**config.mk**
```make
export PLATFORM = sky130hd
export DESIGN_NAME = cfg_status_reg
export DESIGN_NICKNAME = d
export VERILOG_FILES = /design/src/rtl/cfg_status_pkg.sv /design/src/rtl/stat_event_qual.sv /design/src/rtl/stat_sticky_bit.sv /design/src/rtl/cfg_status_reg.sv
export SDC_FILE = /design/constraint.sdc
export NUM_CORES = 1
export LEC_CHECK = 0
export ABC_AREA = 1
export BUFFER_PORTS_ARGS = -buffer_cell sky130_fd_sc_hd__buf_2
export CORE_MARGIN = 3
export CORE_UTILIZATION = 29
export CTS_CLUSTER_DIAMETER = 50
export CTS_CLUSTER_SIZE = 10
export DETAILED_ROUTE_END_ITERATION = 10
export GPL_TIMING_DRIVEN = 0
export PLACE_DENSITY = 0.82
export SYNTH_ARGS = -nofsm -noshare
export SYNTH_HDL_FRONTEND = slang
export SYNTH_SLANG_ARGS = --single-unit
```
**constraint.sdc**
```tcl
create_clock -name clk -period 0.8 [get_ports clk]
set_input_delay 0.08 -clock clk [delete_from_list [all_inputs] [get_ports clk]]
set_output_delay 0.08 -clock clk [all_outputs]
set_load 0.05 [all_outputs]
```
**src/rtl/cfg_status_pkg.sv**
```systemverilog
package cfg_status_pkg;
  localparam int unsigned DW_W        = 32;
  localparam int unsigned STAT_W      = 16;
  localparam int unsigned ADDR_W      = 6;
  localparam int unsigned STAT_DW_IDX = 1;

  // Bit positions of the sticky error flags
  localparam int unsigned B_PAR_DET   = 15;
  localparam int unsigned B_SYS_SIG   = 14;
  localparam int unsigned B_MABT_RCV  = 13;
  localparam int unsigned B_TABT_RCV  = 12;
  localparam int unsigned B_TABT_SIG  = 11;
  localparam int unsigned B_DPAR_MST  = 8;

  localparam logic [STAT_W-1:0] ERR_MASK =
    (16'(1) << B_PAR_DET)  | (16'(1) << B_SYS_SIG) |
    (16'(1) << B_MABT_RCV) | (16'(1) << B_TABT_RCV) |
    (16'(1) << B_TABT_SIG) | (16'(1) << B_DPAR_MST);

  // Fixed read-only content: medium decode timing (01b at 10:9), capability list (bit 4)
  localparam logic [STAT_W-1:0] FIXED_VAL = 16'h0210;

  typedef struct packed {
    logic parity_err;
    logic sys_err;
    logic master_abort;
    logic tabort_rcvd;
    logic tabort_sig;
    logic perr_seen;
    logic is_master;
    logic perr_resp;
    logic serr_en;
  } stat_events_t;
endpackage

```
**src/rtl/stat_event_qual.sv**
```systemverilog
module stat_event_qual
  import cfg_status_pkg::*;
(
  input  stat_events_t          ev_i,
  output logic [STAT_W-1:0]     set_o
);
  always_comb begin
    set_o             = '0;
    set_o[B_PAR_DET]  = ev_i.parity_err;
    set_o[B_SYS_SIG]  = ev_i.sys_err & ev_i.serr_en;
    set_o[B_MABT_RCV] = ev_i.master_abort;
    set_o[B_TABT_RCV] = ev_i.tabort_rcvd;
    set_o[B_TABT_SIG] = ev_i.tabort_sig;
    set_o[B_DPAR_MST] = ev_i.perr_seen & ev_i.is_master & ev_i.perr_resp;
  end
endmodule

```
**src/rtl/stat_sticky_bit.sv**
```systemverilog
module stat_sticky_bit (
  input  logic clk,
  input  logic rst_n,
  input  logic set_i,
  input  logic clr_i,
  output logic q_o
);
  logic q_d;
  logic q_en;

  always_comb begin
    q_en = set_i | clr_i;
    q_d  = set_i | (q_o & ~clr_i);
  end

  always_ff @(posedge clk or negedge rst_n) begin
    if (!rst_n)     q_o <= 1'b0;
    else if (q_en)  q_o <= q_d;
  end

  AST_SET_WINS: assert property (@(posedge clk) disable iff (!rst_n)
    set_i |=> q_o);
  AST_CLEAR_LOW: assert property (@(posedge clk) disable iff (!rst_n)
    (clr_i && !set_i) |=> !q_o);
  AST_HOLD_IDLE: assert property (@(posedge clk) disable iff (!rst_n)
    (!clr_i && !set_i) |=> $stable(q_o));
endmodule

```
**src/rtl/cfg_status_reg.sv**
```systemverilog
module cfg_status_reg
  import cfg_status_pkg::*;
(
  input  logic              clk,
  input  logic              rst_n,
  input  logic              ev_parity_err,
  input  logic              ev_sys_err,
  input  logic              ev_master_abort,
  input  logic              ev_target_abort_rcvd,
  input  logic              ev_target_abort_sig,
  input  logic              perr_seen,
  input  logic              is_bus_master,
  input  logic              cmd_perr_resp,
  input  logic              cmd_serr_en,
  input  logic              cfg_wr,
  input  logic [ADDR_W-1:0] cfg_addr,
  input  logic [3:0]        cfg_be,
  input  logic [DW_W-1:0]   cfg_wdata,
  output logic [DW_W-1:0]   cfg_rdata
);
  localparam int unsigned LANE_W = 8;
  localparam int unsigned LANES  = STAT_W / LANE_W;
  localparam int unsigned LANE0  = (DW_W - STAT_W) / LANE_W;

  stat_events_t       ev;
  logic [STAT_W-1:0]  set_vec;
  logic [STAT_W-1:0]  clr_vec;
  logic [STAT_W-1:0]  lane_mask;
  logic [STAT_W-1:0]  status;
  logic               hit;

  always_comb begin
    ev.parity_err   = ev_parity_err;
    ev.sys_err      = ev_sys_err;
    ev.master_abort = ev_master_abort;
    ev.tabort_rcvd  = ev_target_abort_rcvd;
    ev.tabort_sig   = ev_target_abort_sig;
    ev.perr_seen    = perr_seen;
    ev.is_master    = is_bus_master;
    ev.perr_resp    = cmd_perr_resp;
    ev.serr_en      = cmd_serr_en;
  end

  stat_event_qual u_qual (
    .ev_i  (ev),
    .set_o (set_vec)
  );

  assign hit = (cfg_addr == ADDR_W'(STAT_DW_IDX));

  // Byte-lane mask for the status half (dword lanes 2 and 3)
  for (genvar l = 0; l < LANES; l++) begin : g_lane
    assign lane_mask[l*LANE_W +: LANE_W] = {LANE_W{cfg_be[LANE0 + l]}};
  end

  always_comb begin
    clr_vec = '0;
    if (cfg_wr && hit)
      clr_vec = cfg_wdata[DW_W-1 -: STAT_W] & lane_mask;
  end

  for (genvar b = 0; b < STAT_W; b++) begin : g_bit
    if (ERR_MASK[b]) begin : g_err
      stat_sticky_bit u_flag (
        .clk   (clk),
        .rst_n (rst_n),
        .set_i (set_vec[b]),
        .clr_i (clr_vec[b]),
        .q_o   (status[b])
      );
    end else begin : g_fix
      assign status[b] = FIXED_VAL[b];
    end
  end

  always_comb begin
    cfg_rdata = '0;
    if (hit)
      cfg_rdata = {status & lane_mask, {(DW_W-STAT_W){1'b0}}};
  end

  AST_SERR_GATED: assert property (@(posedge clk) disable iff (!rst_n)
    (!cmd_serr_en && !status[B_SYS_SIG]) |=> !status[B_SYS_SIG]);
  AST_DPAR_QUAL: assert property (@(posedge clk) disable iff (!rst_n)
    ((!perr_seen || !is_bus_master || !cmd_perr_resp) && !status[B_DPAR_MST])
      |=> !status[B_DPAR_MST]);
  AST_MISS_ZERO: assert property (@(posedge clk) disable iff (!rst_n)
    !hit |-> (cfg_rdata == '0));
  AST_FIXED_LOW: assert property (@(posedge clk) disable iff (!rst_n)
    (hit && cfg_be[2]) |-> (cfg_rdata[23:16] == 8'h10));
  AST_PARITY_SET: assert property (@(posedge clk) disable iff (!rst_n)
    ev_parity_err |=> status[B_PAR_DET]);
endmodule

```
# Word level (Yosys, flattened, before mapping)
# Cells that the tools add are included.
# W data, S select, Z words.
[word_totals]
out_inout_bits = 32
elab_cells = 39
regBits = 6
[op_classes]
bitwise = 29
muxes = 2
n_reduce_logical = 1
eq_ne = 1
[op_table]
columns = ["operator", "count"]
rows = [
  ["$and A16 B16 Y16", 2],
  ["$mux W32", 1],
  ["$mux W16", 1],
  ["$or A1 B1 Y1", 12],
  ["$and A1 B1 Y1", 9],
  ["$eq A6 B1 Y1 const B", 1],
  ["$not A1 Y1", 6],
  ["$logic_and A1 B1 Y1", 1],
]

# Logic depth before layout (Yosys ltp)
[logic_depth]
word_depth = 6
mapped_depth = 6

# Modules after synthesis
# A second synthesis with hierarchy kept.
[unflattened]
hier_cells = 108
area_unflattened_um2 = 709.4
[by_module_without_submodules]
columns = ["module", "cells_each", "n_inst", "area_each_um2", "seq_area_each_um2"]
rows = [
  ["cfg_status_reg", 58, 1, 339.1, 0.0],
  ["stat_sticky_bit", 5, 6, 40.0, 25.0],
  ["stat_event_qual", 20, 1, 130.1, 0.0],
]

# Worst setup path before layout
# No wires, ideal clock.
[synth_path]
kind = "input-to-output"
startpoint = "in cfg_addr[3]"
endpoint = "out cfg_rdata[27]"
path_slack_ps = -414
t_arrival_ps = 1134
path_buffers = 0
stages = 5
cell_sequence = "nor2_1 nand2_1 nor2_4 nand2_1 nor2_1"
[synth_via]
elab_chain_cells = 2
[synth_lines]
columns = ["item", "line_no", "text"]
rows = [
  ["start, declared", "cfg_status_reg.sv:16", "input logic [ADDR_W-1:0] cfg_addr,"],
  ["$eq A6 B1 Y1", "cfg_status_reg.sv:49", "assign hit = (cfg_addr == ADDR_W'(STAT_DW_IDX));"],
  ["$mux W32", "cfg_status_reg.sv:78", "if (hit)"],
  ["end, declared", "cfg_status_reg.sv:19", "output logic [DW_W-1:0] cfg_rdata"],
]
# No other way between the ends.

# Final worst setup path
[layout_path]
startpoint = "reg g_bit[8].g_err.u_flag.q_o"
endpoint = "out cfg_rdata[24]"
[layout_via]
elab_chain_cells = 2
[layout_lines]
columns = ["item", "line_no", "text"]
rows = [
  ["start, declared", "stat_sticky_bit.sv:6", "output logic q_o"],
  ["start signal, assigned", "stat_sticky_bit.sv:18", "else if (q_en) q_o <= q_d;"],
  ["$and A16 B16 Y16", "cfg_status_reg.sv:79", "cfg_rdata = {status & lane_mask, {(DW_W-STAT_W){1'b0}}};"],
  ["$mux W32", "cfg_status_reg.sv:78", ""],
]
# No other way between the ends.

==> run metrics <==
outcome finished, violations left; failing checks setup timing; Ys Warns 0; largest registers ranked by flip-flop count g_bit.g_err.u_flag.q_o x6; Psw 455 uW; largest net degree at the start of global routing 11; Max FO, Critical Path 2; number of antenna diodes 0; internal power summed over all cells 639 uW; number of rows created at floorplan 15; antenna violations before repair 0; data required time of the worst path 0.72 ns; Filler Cells Inserted 166; final HPWL from detailed placement 1250 um; antenna violation net count after detailed routing 0; starting utilization of the core area 0.320; max FFs per register 6; first-pass GRT wire length 2380 um; launching element type of the critical path register; peak supply drop 0.593 mV; clock latency on the worst-skew pair 0.24 ns; cell area after synthesis 577 sq um; Wirelength per Cell 8.81 um; Post-Layout Cell Count 180; critical path arrival 0.93 ns; final number of max-transition violations 0; launch instance of the worst register-to-register path g_bit[11].g_err.u_flag.q_o; clock share of power 0.246; die height 50.6 um; Routed Wire Length 1590 um; Worst Setup End Kind primary output; number of global-route vias before repair 613; total global routing overflow 0; Register-to-Register Setup Slack 0.05 ns; TritonCTS Sinks 6; number of maximum-capacitance violations 0; root buffer cell clkbuf_4; final setup violating endpoints 8; level count of the clock H-tree 1; setup repair after global routing missed its margin true; share of synthesized area occupied by flip-flops and latches 0.260; number of CTS-inserted buffers 3; achievable clock frequency 986 MHz; GR Util All Layers 0.121; first-pass iteration count of the detailed router 4; TritonCTS clock tree yes; mean instance size in the synthesized netlist 6.34 sq um; PwrDens 994 mW/mm^2; share of cells above drive strength 1 0.568; count of nets after finishing 211; switch share 0.416; period utilization 1.27; area of the multi-input gates 364 sq um; area taken by flip-flops and latches 150 sq um; die width 50.6 um; I/O Buffers 33; Reg-to-Reg End g_bit[11].g_err.u_flag.q_o; Worst Hold Depth 3; Area growth syn-to-layout 90.9%; Via-to-Cell Ratio 3.69; sequential power share 0.281; clock-pin slew on the worst setup and hold paths 0.04 ns; area of the die 0.00256 sq mm; FF-to-FF path depth 3; worst hold-check slack 0.0260 ns; Vias 664; I/O pin total 86; final setup slack of the worst path -0.215 ns; area of the placeable core 0.00180 sq mm; static leakage power 0.000657 uW; last weighted congestion value of the routability-driven placer 0.756; hold path endpoint g_bit[13].g_err.u_flag.q_o; CTS max path bufs 2; min-delay src ev_master_abort; worst min-delay path class primary input to register; skew final 0 ns; DRC Markers 0; kind of critical path register to primary output; Yosys reg bits 6; Hold Fails Final Rpt 0; largest register by flop count g_bit.g_err.u_flag.q_o; final critical-path required period 1.01 ns; Cell variety after synth 10; cell total after placement 172; number of DRC markers after the initial detailed-route iteration 8; Combinational Power Share 0.473; synthesized netlist cell count 91
[through the flow]
step | power (uW) | area, sq um | setup slack [ns] | util | TNS [ns]
floorplan | 709 | 719 | -0.115 | - | -0.793
global placement | 781 | 916 | -0.331 | 0.508 | -2.89
detailed placement | 786 | 916 | -0.359 | 0.508 | -3.28
CTS | 1090 | 1060 | -0.218 | 0.586 | -1.66
global route | 1150 | 1100 | -0.280 | 0.611 | -2.10
finish | 1090 | 1100 | -0.215 | 0.611 | -1.50
[how the worst max path moves through the flow]
| stage | to | start | slack (ns) | cells past startpoint |
|---|---|---|---|---|
| 2_1_floorplan | cfg_rdata[27] | cfg_addr[3] | -0.11 | 5 |
| 5_1_grt | cfg_rdata[24] | cfg_addr[2] | -0.28 | 7 |
| 3_3_place_gp | cfg_rdata[27] | cfg_addr[3] | -0.33 | 7 |
| 3_5_place_dp | cfg_rdata[27] | cfg_addr[3] | -0.36 | 7 |
| 6_report | cfg_rdata[24] | g_bit[8].g_err.u_flag.q_o | -0.21 | 3 |
| 4_1_cts | cfg_rdata[30] | g_bit[14].g_err.u_flag.q_o | -0.22 | 3 |
[cell families after synthesis]
logic type,share of synthesized area
AND/OR/NAND/NOR,0.315
buffers and inverters,0.419
flip-flops,0.260
other,0.00650
[cells in the mapped netlist]
library cell | number | share of area
nand3_1 | 7 | 0.061
nand2_1 | 27 | 0.18
nor2_4 | 1 | 0.020
inv_2 | 1 | 0.0065
nor2_1 | 9 | 0.059
buf_2 | 1 | 0.0087
inv_1 | 14 | 0.091
buf_4 | 24 | 0.31
conb_1 | 1 | 0.0065
dfrtp_1 | 6 | 0.26
[critical path, cell delays in order, from the launching register on]
cell and delay (ns):
dfrtp_1 0.36, nand2_2 0.08, nor2_4 0.11, buf_8 0.15
[power groups by stage]
| stage | combinational (uW) | clock, uW | sequential (uW) |
|---|---|---|---|
| after floorplan | 398 | 0 | 312 |
| after global placement | 469 | 0 | 312 |
| after detailed placement | 474 | 0 | 312 |
| after CTS | 497 | 282 | 308 |
| after global routing | 551 | 295 | 308 |
| final | 517 | 269 | 308 |
[layer usage]
metal | global-route usage | vias to the layer above | wire, um
met4 | 0.0673 | 0 | 29
met3 | 0.0267 | 4 | 169
li1 | - | 344 | -
met2 | 0.228 | 44 | 864
met1 | 0.119 | 272 | 523
met5 | 0 | - | 0
[timing repair]
action	in CTS	in global routing
setup endpoints to repair	8	14
pin swaps	7	2
setup buffers	2	3
resized for setup	29	12
hold buffers	1	0
hold endpoints to repair	6	0
[layout make-up]
class,count,area share
Buffer,25,0.168
Timing Repair Buffer,38,0.257
Multi-Input combinational cell,68,0.331
Tap cell,25,0.0284
Inverter,15,0.0591
Sequential cell,6,0.136
Clock buffer,3,0.0205
[layout by cell type (no fill, tap or decap)]
cell            n
buf_4          26
buf_2          24
conb_1         24
nand2_1        19
inv_1          11
nor2_4         10
buf_6          10
nand2_2         8
nand3_1         6
dfrtp_1         6
clkbuf_4        3
inv_2           2
buf_8           2
clkinvlp_4      1
clkinv_4        1
nand3_2         1
dlygate4sd3_1   1
Note: power is estimated with default switching activity, not from simulation.
